--- src/rtl/pwr_seq_pkg.sv ---
package pwr_seq_pkg;
   localparam int MODE_W = 3;

   localparam logic [MODE_W-1:0] MODE_RUN   = 3'd0;
   localparam logic [MODE_W-1:0] MODE_PGATE = 3'd1;
   localparam logic [MODE_W-1:0] MODE_IDLE  = 3'd2;
   localparam logic [MODE_W-1:0] MODE_SLEEP = 3'd3;
   localparam logic [MODE_W-1:0] MODE_PDOWN = 3'd4;

   typedef enum logic [2:0] {
      ST_RUN   = 3'd0,
      ST_PGATE = 3'd1,
      ST_IDLE  = 3'd2,
      ST_SLEEP = 3'd3,
      ST_PDOWN = 3'd4,
      ST_WARM  = 3'd5
   } pwr_state_t;

   typedef struct packed {
      logic cpu;
      logic per;
      logic lcd;
      logic osc;
   } clk_en_t;
endpackage

--- src/rtl/pwr_wake_sync.sv ---
module pwr_wake_sync #(
   parameter int N_EXT  = 4,
   parameter int STAGES = 2
) (
   input  logic             clk,
   input  logic             rst_n,
   input  logic [N_EXT-1:0] irq_raw,
   output logic             wake_any
);
   generate
      if (STAGES < 0 || STAGES > 4) begin : g_bad_stages
         $error("pwr_wake_sync: STAGES must be 0..4");
      end
      if (N_EXT < 1) begin : g_bad_next
         $error("pwr_wake_sync: N_EXT must be at least 1");
      end

      if (STAGES == 0) begin : g_direct
         assign wake_any = |irq_raw;
      end else begin : g_pipe
         logic [N_EXT-1:0] stage_q [STAGES];
         for (genvar s = 0; s < STAGES; s++) begin : g_stage
            always_ff @(posedge clk or negedge rst_n) begin
               if (!rst_n)       stage_q[s] <= '0;
               else if (s == 0)  stage_q[s] <= irq_raw;
               else              stage_q[s] <= stage_q[(s == 0) ? 0 : s-1];
            end
         end
         assign wake_any = |stage_q[STAGES-1];

         // a quiet input for a whole cycle leaves the last stage without new activity
         p_sync_quiet_r4: assert property (@(posedge clk) disable iff (!rst_n)
            (STAGES == 1 && irq_raw == '0) |=> !wake_any);
      end
   endgenerate
endmodule

--- src/rtl/pwr_osc_timer.sv ---
module pwr_osc_timer #(
   parameter int CNT_W = 8
) (
   input  logic             clk,
   input  logic             rst_n,
   input  logic             active,
   input  logic             stable,
   input  logic [CNT_W-1:0] limit,
   output logic             done
);
   logic [CNT_W-1:0] cnt_q;

   generate
      if (CNT_W < 1 || CNT_W > 24) begin : g_bad_w
         $error("pwr_osc_timer: CNT_W must be 1..24");
      end
   endgenerate

   assign done = active && stable && (cnt_q == limit);

   always_ff @(posedge clk or negedge rst_n) begin
      if (!rst_n)                       cnt_q <= '0;
      else if (!active || !stable)      cnt_q <= '0;
      else if (cnt_q != limit)          cnt_q <= cnt_q + 1'b1;
   end

   // a low stable sample always restarts the count
   p_restart_r6: assert property (@(posedge clk) disable iff (!rst_n)
      (active && !stable) |=> (cnt_q == '0));
   // the count never passes the programmed limit while the limit is held
   p_cnt_bound_r6: assert property (@(posedge clk) disable iff (!rst_n)
      (active && $stable(limit) && cnt_q <= limit) |=> (cnt_q <= limit));
endmodule

--- src/rtl/pwr_mode_fsm.sv ---
module pwr_mode_fsm
   import pwr_seq_pkg::*;
(
   input  logic              clk,
   input  logic              rst_n,
   input  logic              req_wr,
   input  logic [MODE_W-1:0] req_mode,
   input  logic              int_req,
   input  logic              ext_wake,
   input  logic              osc_done,
   output pwr_state_t        state_q,
   output logic [MODE_W-1:0] mode_q,
   output logic              wake_evt
);
   pwr_state_t        state_d;
   logic [MODE_W-1:0] mode_d;
   logic              wake_d;
   logic              wr_ok;

   assign wr_ok = req_wr && (state_q == ST_RUN || state_q == ST_PGATE);

   always_comb begin
      state_d = state_q;
      mode_d  = mode_q;
      wake_d  = 1'b0;
      unique case (state_q)
         ST_RUN, ST_PGATE: begin
            if (wr_ok) begin
               mode_d = req_mode;
               unique case (req_mode)
                  MODE_RUN:   state_d = ST_RUN;
                  MODE_PGATE: state_d = ST_PGATE;
                  MODE_IDLE:  state_d = ST_IDLE;
                  MODE_SLEEP: state_d = ST_SLEEP;
                  MODE_PDOWN: state_d = ST_PDOWN;
                  default:    mode_d  = mode_q;
               endcase
            end
         end
         ST_IDLE:  if (int_req || ext_wake) begin
            state_d = ST_RUN; mode_d = MODE_RUN; wake_d = 1'b1;
         end
         ST_SLEEP: if (ext_wake) begin
            state_d = ST_RUN; mode_d = MODE_RUN; wake_d = 1'b1;
         end
         ST_PDOWN: if (ext_wake) state_d = ST_WARM;
         ST_WARM:  if (osc_done) begin
            state_d = ST_RUN; mode_d = MODE_RUN; wake_d = 1'b1;
         end
         default: begin
            state_d = ST_RUN; mode_d = MODE_RUN;
         end
      endcase
   end

   always_ff @(posedge clk or negedge rst_n) begin
      if (!rst_n) begin
         state_q  <= ST_RUN;
         mode_q   <= MODE_RUN;
         wake_evt <= 1'b0;
      end else begin
         state_q  <= state_d;
         mode_q   <= mode_d;
         wake_evt <= wake_d;
      end
   end

   // a write while halted leaves the request register untouched
   p_halted_wr_ignored_r8: assert property (@(posedge clk) disable iff (!rst_n)
      (req_wr && (state_q == ST_IDLE || state_q == ST_SLEEP || state_q == ST_PDOWN ||
                  state_q == ST_WARM) && !int_req && !ext_wake && !osc_done) |=> $stable(mode_q));
   // interrupt requests alone never end sleep
   p_sleep_int_ignored_r5: assert property (@(posedge clk) disable iff (!rst_n)
      (state_q == ST_SLEEP && !ext_wake) |=> (state_q == ST_SLEEP));
   // idle ends at the edge that sees an interrupt request
   p_idle_exit_r4: assert property (@(posedge clk) disable iff (!rst_n)
      (state_q == ST_IDLE && int_req) |=> (state_q == ST_RUN && wake_evt));
endmodule

--- src/rtl/pwr_seq_ctrl.sv ---
module pwr_seq_ctrl
   import pwr_seq_pkg::*;
#(
   parameter int N_EXT       = 4,
   parameter int SYNC_STAGES = 2,
   parameter int CNT_W       = 8
) (
   input  logic              clk,
   input  logic              rst_n,
   input  logic              req_wr,
   input  logic [MODE_W-1:0] req_mode,
   input  logic [CNT_W-1:0]  osc_wait,
   input  logic              int_req,
   input  logic [N_EXT-1:0]  ext_irq,
   input  logic              osc_stable,
   output logic              cpu_clk_en,
   output logic              per_clk_en,
   output logic              lcd_clk_en,
   output logic              osc_en,
   output logic              wake_evt,
   output logic [MODE_W-1:0] mode_q
);
   pwr_state_t state_q;
   logic       ext_wake;
   logic       osc_done;
   clk_en_t    en;

   pwr_wake_sync #(.N_EXT(N_EXT), .STAGES(SYNC_STAGES)) u_sync (
      .clk(clk), .rst_n(rst_n), .irq_raw(ext_irq), .wake_any(ext_wake));

   pwr_osc_timer #(.CNT_W(CNT_W)) u_timer (
      .clk(clk), .rst_n(rst_n), .active(state_q == ST_WARM),
      .stable(osc_stable), .limit(osc_wait), .done(osc_done));

   pwr_mode_fsm u_fsm (
      .clk(clk), .rst_n(rst_n), .req_wr(req_wr), .req_mode(req_mode),
      .int_req(int_req), .ext_wake(ext_wake), .osc_done(osc_done),
      .state_q(state_q), .mode_q(mode_q), .wake_evt(wake_evt));

   always_comb begin
      unique case (state_q)
         ST_RUN:   en = '{cpu:1'b1, per:1'b1, lcd:1'b1, osc:1'b1};
         ST_PGATE: en = '{cpu:1'b1, per:1'b0, lcd:1'b1, osc:1'b1};
         ST_IDLE:  en = '{cpu:1'b0, per:1'b1, lcd:1'b1, osc:1'b1};
         ST_SLEEP: en = '{cpu:1'b0, per:1'b0, lcd:1'b1, osc:1'b1};
         ST_PDOWN: en = '{cpu:1'b0, per:1'b0, lcd:1'b0, osc:1'b0};
         ST_WARM:  en = '{cpu:1'b0, per:1'b0, lcd:1'b0, osc:1'b1};
         default:  en = '{cpu:1'b1, per:1'b1, lcd:1'b1, osc:1'b1};
      endcase
   end

   assign cpu_clk_en = en.cpu;
   assign per_clk_en = en.per;
   assign lcd_clk_en = en.lcd;
   assign osc_en     = en.osc;

   // the CPU clock never restarts in the cycle after the oscillator was off
   p_no_cpu_after_osc_off_r6: assert property (@(posedge clk) disable iff (!rst_n)
      !osc_en |=> !cpu_clk_en);
   // the wake event is a single-cycle pulse
   p_wake_pulse_r7: assert property (@(posedge clk) disable iff (!rst_n)
      wake_evt |=> !wake_evt);
   // the request register is already clear when the wake event is seen
   p_wake_clears_req_r7: assert property (@(posedge clk) disable iff (!rst_n)
      wake_evt |-> (mode_q == MODE_RUN && cpu_clk_en));
   // the display clock is only off while the CPU clock is off
   p_lcd_off_cpu_off_r3: assert property (@(posedge clk) disable iff (!rst_n)
      !lcd_clk_en |-> !cpu_clk_en);
endmodule

--- config.mk ---
export PLATFORM = sky130hd
export DESIGN_NAME = pwr_seq_ctrl
export DESIGN_NICKNAME = d
export VERILOG_FILES = /design/src/rtl/pwr_seq_pkg.sv /design/src/rtl/pwr_wake_sync.sv /design/src/rtl/pwr_osc_timer.sv /design/src/rtl/pwr_mode_fsm.sv /design/src/rtl/pwr_seq_ctrl.sv
export SDC_FILE = /design/constraint.sdc
export NUM_CORES = 1
export LEC_CHECK = 0
export BUFFER_PORTS_ARGS = -buffer_cell sky130_fd_sc_hd__buf_2
export CORE_UTILIZATION = 47
export CTS_CLUSTER_DIAMETER = 150
export DETAILED_ROUTE_END_ITERATION = 7
export PLACE_DENSITY_LB_ADDON = 0.15
export SLEW_MARGIN = 0
export SYNTH_ARGS = -nofsm -noshare
export SYNTH_HDL_FRONTEND = slang
export SYNTH_SLANG_ARGS = --single-unit
--- constraint.sdc ---
create_clock -name clk -period 1.9 [get_ports clk]
set_clock_uncertainty 0.2 [all_clocks]
set_input_delay 0.285 -clock clk [delete_from_list [all_inputs] [get_ports clk]]
set_output_delay 0.285 -clock clk [all_outputs]
set_load 0.005 [all_outputs]
==> Word-level counts from Yosys, hierarchy flattened <==
Cells that the tools add are included.
{ "totals": {"reg_bits": 23, "word_cells": 59, "out_inout_bits": 8, "inputBits": 20} }
{ "op_classes": {"bitwise": 1, "n_addsub": 1, "eq_ne": 18, "reduce_logical": 16, "mux": 17} }
{ "op_table": {"columns": ["op", "n"], "rows": [
  ["$pmux W3 S5", 3],
  ["$mux W3", 7],
  ["$pmux W4 S5", 1],
  ["$mux W8", 2],
  ["$eq A3 B2 Y1 const B", 4],
  ["$reduce_and A6 Y1", 2],
  ["$eq A3 B3 Y1 const B", 3],
  ["$add A8 B1 Y8 const B", 1],
  ["$eq A8 B8 Y1", 1],
  ["$ne A2 B1 Y1 const B", 4],
  ["$ne A8 B8 Y1", 1],
  ["$eq A3 B1 Y1 const B", 2],
  ["$logic_not A3 Y1", 2],
  ["$ne A6 B6 Y1 const B", 1],
  ["$reduce_or A5 Y1", 1],
  ["$ne A2 B2 Y1 const B", 2],
  ["$reduce_or A4 Y1", 1],
  ["$logic_and A1 B1 Y1", 3],
  ["$logic_or A1 B1 Y1", 3],
  ["$mux W1", 3],
  ["$pmux W1 S3", 1],
  ["$logic_not A1 Y1", 2],
  ["$reduce_bool A2 Y1", 1],
  ["$reduce_or A2 Y1", 1],
  ["$not A1 Y1", 1]
]} }

==> Longest topological paths before layout <==
{ "depth": {"word_depth": 5, "depth_mapped": 7} }

==> Cells and area by module <==
A second synthesis with hierarchy kept.
{ "unflattened": {"hier_cells": 124, "hier_area_um2": 1261.2} }
{ "modules_own_cells": {"columns": ["mod", "instances", "cells_each", "area_per_inst_um2"], "rows": [
  ["pwr_osc_timer", 1, 64, 573.0],
  ["pwr_mode_fsm", 1, 44, 432.9],
  ["pwr_wake_sync", 1, 9, 207.7],
  ["pwr_seq_ctrl", 1, 7, 47.5]
]} }

==> Worst setup path before layout <==
OpenSTA, ideal clock, no wires.
{ "synth_timing": {"path_kind": "register to register", "start": "register u_fsm.state_q[1]", "end": "register u_fsm.state_q[2]", "synth_period_minus_slack_ns": 1.787, "required_time_ns": 1.576, "slack_ns": 0.113, "setup_time_ns": 0.124, "t_arrival_ns": 1.463, "n_path_buf": 1, "stages_incl_launch_ff": 8, "path_cell_list": "dfrtp_1 buf_2 inv_1 ha_1 a21bo_2 o211ai_2 nor4_1 a211o_1"} }
{ "synth_between": {"elab_chain_cells": 5} }
{ "synth_rtl": {"columns": ["item", "line", "source"], "rows": [
  ["start: declaration", "pwr_mode_fsm.sv:11", "output pwr_state_t state_q,"],
  ["start signal: assignment", "pwr_mode_fsm.sv:62", "state_q <= state_d;"],
  ["branches (longest 5 deep; another with $ne A6 B6 Y1)", null, null]
]} }
Parallel ways; which one is timed is not known.
A chain may end at the register's enable or synchronous reset.

==> Final worst setup path <==
{ "layout_timing": {"start": "register u_fsm.state_q[2]", "end": "register u_fsm.state_q[2]"} }
Same word-level chain as after synthesis.

==> results.cfg <==
[clock_network]
clk_latency_ns = 0.31
cts_inserted_buffers = 3
clock-sinks = 23
cts.htree.levels = 1
cts_tree = done
cts.root.buffer_cell = clkbuf_4
clk_pin_slew_ns = 0.12
clock_path_buffers = 2

[grt]
first_global_vias = 985
grt_remaining_overflow = 0
grt_max_degree = 24
grtUsageTotal_pct = 20.56
antenna_found_initial = 0
grt_pass1_wl_mm = 4.153

[synth]
synthArstFlopShare_pct = 100.0
synth_fp_nets = 136
syn_avg_cell_area_um2 = 10.52
synth_fa_ha_area_share_pct = 3.158
synth_edf_count = 0
muxShareOfSynthArea_pct = 1.684
synth_compound_gate_area_share_pct = 19.37
synthXorXnorAreaFrac_pct = 7.368
synth-seq-area-share_pct = 48.42
syn_area_um2 = 1189
synth_cell_type_count = 40
synth_top_family_by_area = compound AO/OA/AOI/OAI gates
yosys.area_share.simple_pct = 16.95
ys.flop_type = dfrtp_1
ys.warnings.count = 0
netlist_instances = 113
synth_seq_cells = 23

[final_layout]
final_cells = 187
fin_area_um2 = 1562
drive_gt1_share_pct = 37.11
nets = 183
antenna_cells = 0
syn_to_final_growth_pct = 31.37

[power]
ir_drop_v = 0.0008562
powerDensity_nw_per_um2 = 1125
leakagePower_uw = 0.0007128
p_int_uw = 1099
power_frac_clock_pct = 12.7
seq_power_share_pct = 35.7
pwr-share-comb_pct = 51.5
switching_share_pct = 37.44
p_sw_uw = 657.7

[worst_setup_path]
critPathMostFrequentCell = buf_4
r2r_slack_ns = -0.06
rr_worst_depth = 7
cp.required_ns = 1.91
crit_start = u_fsm.state_q[2]
cp-endpoint = u_fsm.state_q[2]
slowest_delay_ns = 0.43
start_kind = flop
critPathMaxFanout = 5
end_kind = flop
critPathKind = flop to flop
regToRegStartpoint = u_fsm.state_q[2]
cp.arrival_ns = 1.97
r2r-end = u_fsm.state_q[2]
worst_path_max_delay_cell = dfrtp_1
worstPathCellList = buf_4 -> buf_4 -> nor4bb_1 -> a31oi_1 -> o211ai_2 -> buf_4 -> a211o_1

[outcome]
violations = setup timing
run_status = finished, violations left

[drt]
drt_wl_total_mm = 2.578
post_drt_wl_per_cell_um = 13.79
drtIter0Drc = 23
firstDrtPassIters = 4
drc = 0
drtAntennaViolNets = 0
via_per_inst = 5.701
vias = 1066

[floorplan]
fp-row-count = 17
die_h_um = 52.29
io_pins = 28
coreArea_um2 = 2297
start_util_pct = 51.74
dieArea_um2 = 2734
dieWidth_um = 52.29

[sta]
slew_violations = 0
min_period_ns = 1.961
final_hold_viol_count = 0
period_share_pct = 103.2
fmax_mhz = 510.1
postLayoutSetupSlackWorst_ns = -0.06056
setup_viol = 3
rsz0062_at_grt = yes
max-slew-margin-rel_pct = 59.10
tightest_slew_ns = 0.6088

[placed_design]
dp_hpwl_mm = 1.781
gp_congestion = 0.8198
dp.cells = 174
port_buffers = 27
placed_cell_area_um2 = 1413
post-place-ws_ns = 0.0009264

[worst_hold_path]
hp-class = input port to flop
hold_depth = 3

[run]
maxCapViolCount = 0
-- power by group through the flow --
stage	logic (uW)	registers [uW]	clock network, uW
6_report	905	628	224
5_1_grt	991	639	261
4_1_cts	828	625	234
3_5_place_dp	736	642	0
3_3_place_gp	721	639	0
2_1_floorplan	487	620	0
-- worst max-delay path: cells and delay by family, from the launching register on --
kind	cells	cell delay (ns)
simple gates	1	0.14
buf+inv	3	0.48
compound gates	3	0.63
flops	1	0.43
-- final cells by class --
| type | instances | area (um2) |
|---|---|---|
| multi-input cells | 81 | 618.1 |
| clock inverters | 1 | 5.005 |
| flip-flops and latches | 23 | 575.6 |
| well taps | 28 | 35.03 |
| fillers | 187 | 735.7 |
| clock buffers | 3 | 22.52 |
| repair buffers | 45 | 282.8 |
| inverters | 6 | 22.52 |
-- cells by family after synthesis --
kind of cell | after synthesis
adder cells (fa/ha/maj) | 3
flip-flops | 23
XOR/XNOR | 10
multiplexers | 2
buffers and inverters | 9
AND/OR/NAND/NOR | 33
AO/OA/AOI/OAI | 33
-- registers in the layout, indices dropped and copies added, names as in the netlist --
signal	flops
u_sync.g_pipe.stage_q	8
u_fsm.wake_evt	1
u_fsm.state_q	3
u_timer.cnt_q	8
u_fsm.mode_q	3
-- metrics by stage --
step                setup TNS, ns  power [uW]  util [%]  hold slack, ns
global placement         -0.01308        1360     61.49         0.08019
detailed placement              0        1378     61.49         0.07587
CTS                     -0.005633        1687     66.29         0.03532
floorplan                       0        1107         -         -0.2106
finish                   -0.07993        1757     67.97         0.04244
global route              -0.6376        1890     67.97         0.03405
-- timing repair --
item                                    CTS  global route
buffers inserted                          2             2
endpoints found under the setup margin    6            12
hold endpoints to repair                 27             0
resized for setup                         4             5
hold buffers                              5             0
pin swaps                                 1             2
-- synthesized netlist by cell type, types with 2 or more instances --
cell      instances  area share, %
nand2_1          11            3.5
xnor2_1           8            5.9
a31oi_1           2            1.1
buf_2             2           0.84
dfrtp_1          23             48
o21ai_0           7            2.9
nor2_1            3           0.95
o211ai_1          3            1.9
inv_1             6            1.9
a21oi_1           4            1.7
o31ai_1           6            3.8
mux2i_1           2            1.7
ha_1              3            3.2
nand3_1           2           0.84
xor2_1            2            1.5
nand4_2           2            2.1
or4_1             4            2.5
-- worst min path at each step --
stage,startpoint,end,slack (ns)
2_1_floorplan,rst_n,u_fsm.mode_q[0],-0.21
3_3_place_gp,rst_n,u_fsm.state_q[1],0.08
3_5_place_dp,rst_n,u_fsm.state_q[1],0.08
4_1_cts,req_mode[1],u_fsm.mode_q[1],0.04
5_1_grt,req_mode[0],u_fsm.mode_q[0],0.03
6_report,req_mode[1],u_fsm.mode_q[1],0.04
-- placed cells by master, fill, tap and decap left out, types with 3 or more instances in the layout --
master and count:
o31ai_1 5, xnor2_1 6, a21oi_1 4, clkbuf_4 3
nand2_1 11, inv_1 4, buf_2 27, or4_1 4
buf_4 13, o211ai_1 3, nor2_1 3, o21ai_0 6
dlygate4sd3_1 5, dfrtp_1 23
-- routing by layer --
layer  GRT usage [%]  vias to the layer above  wire (um)
li1                -                      511          -
met1           26.55                      512       1076
met2           35.23                       39       1329
met3           3.768                        4        150
met4           5.263                        0         22
met5               0                        -          0
Note: power is estimated with default switching activity, not from simulation.
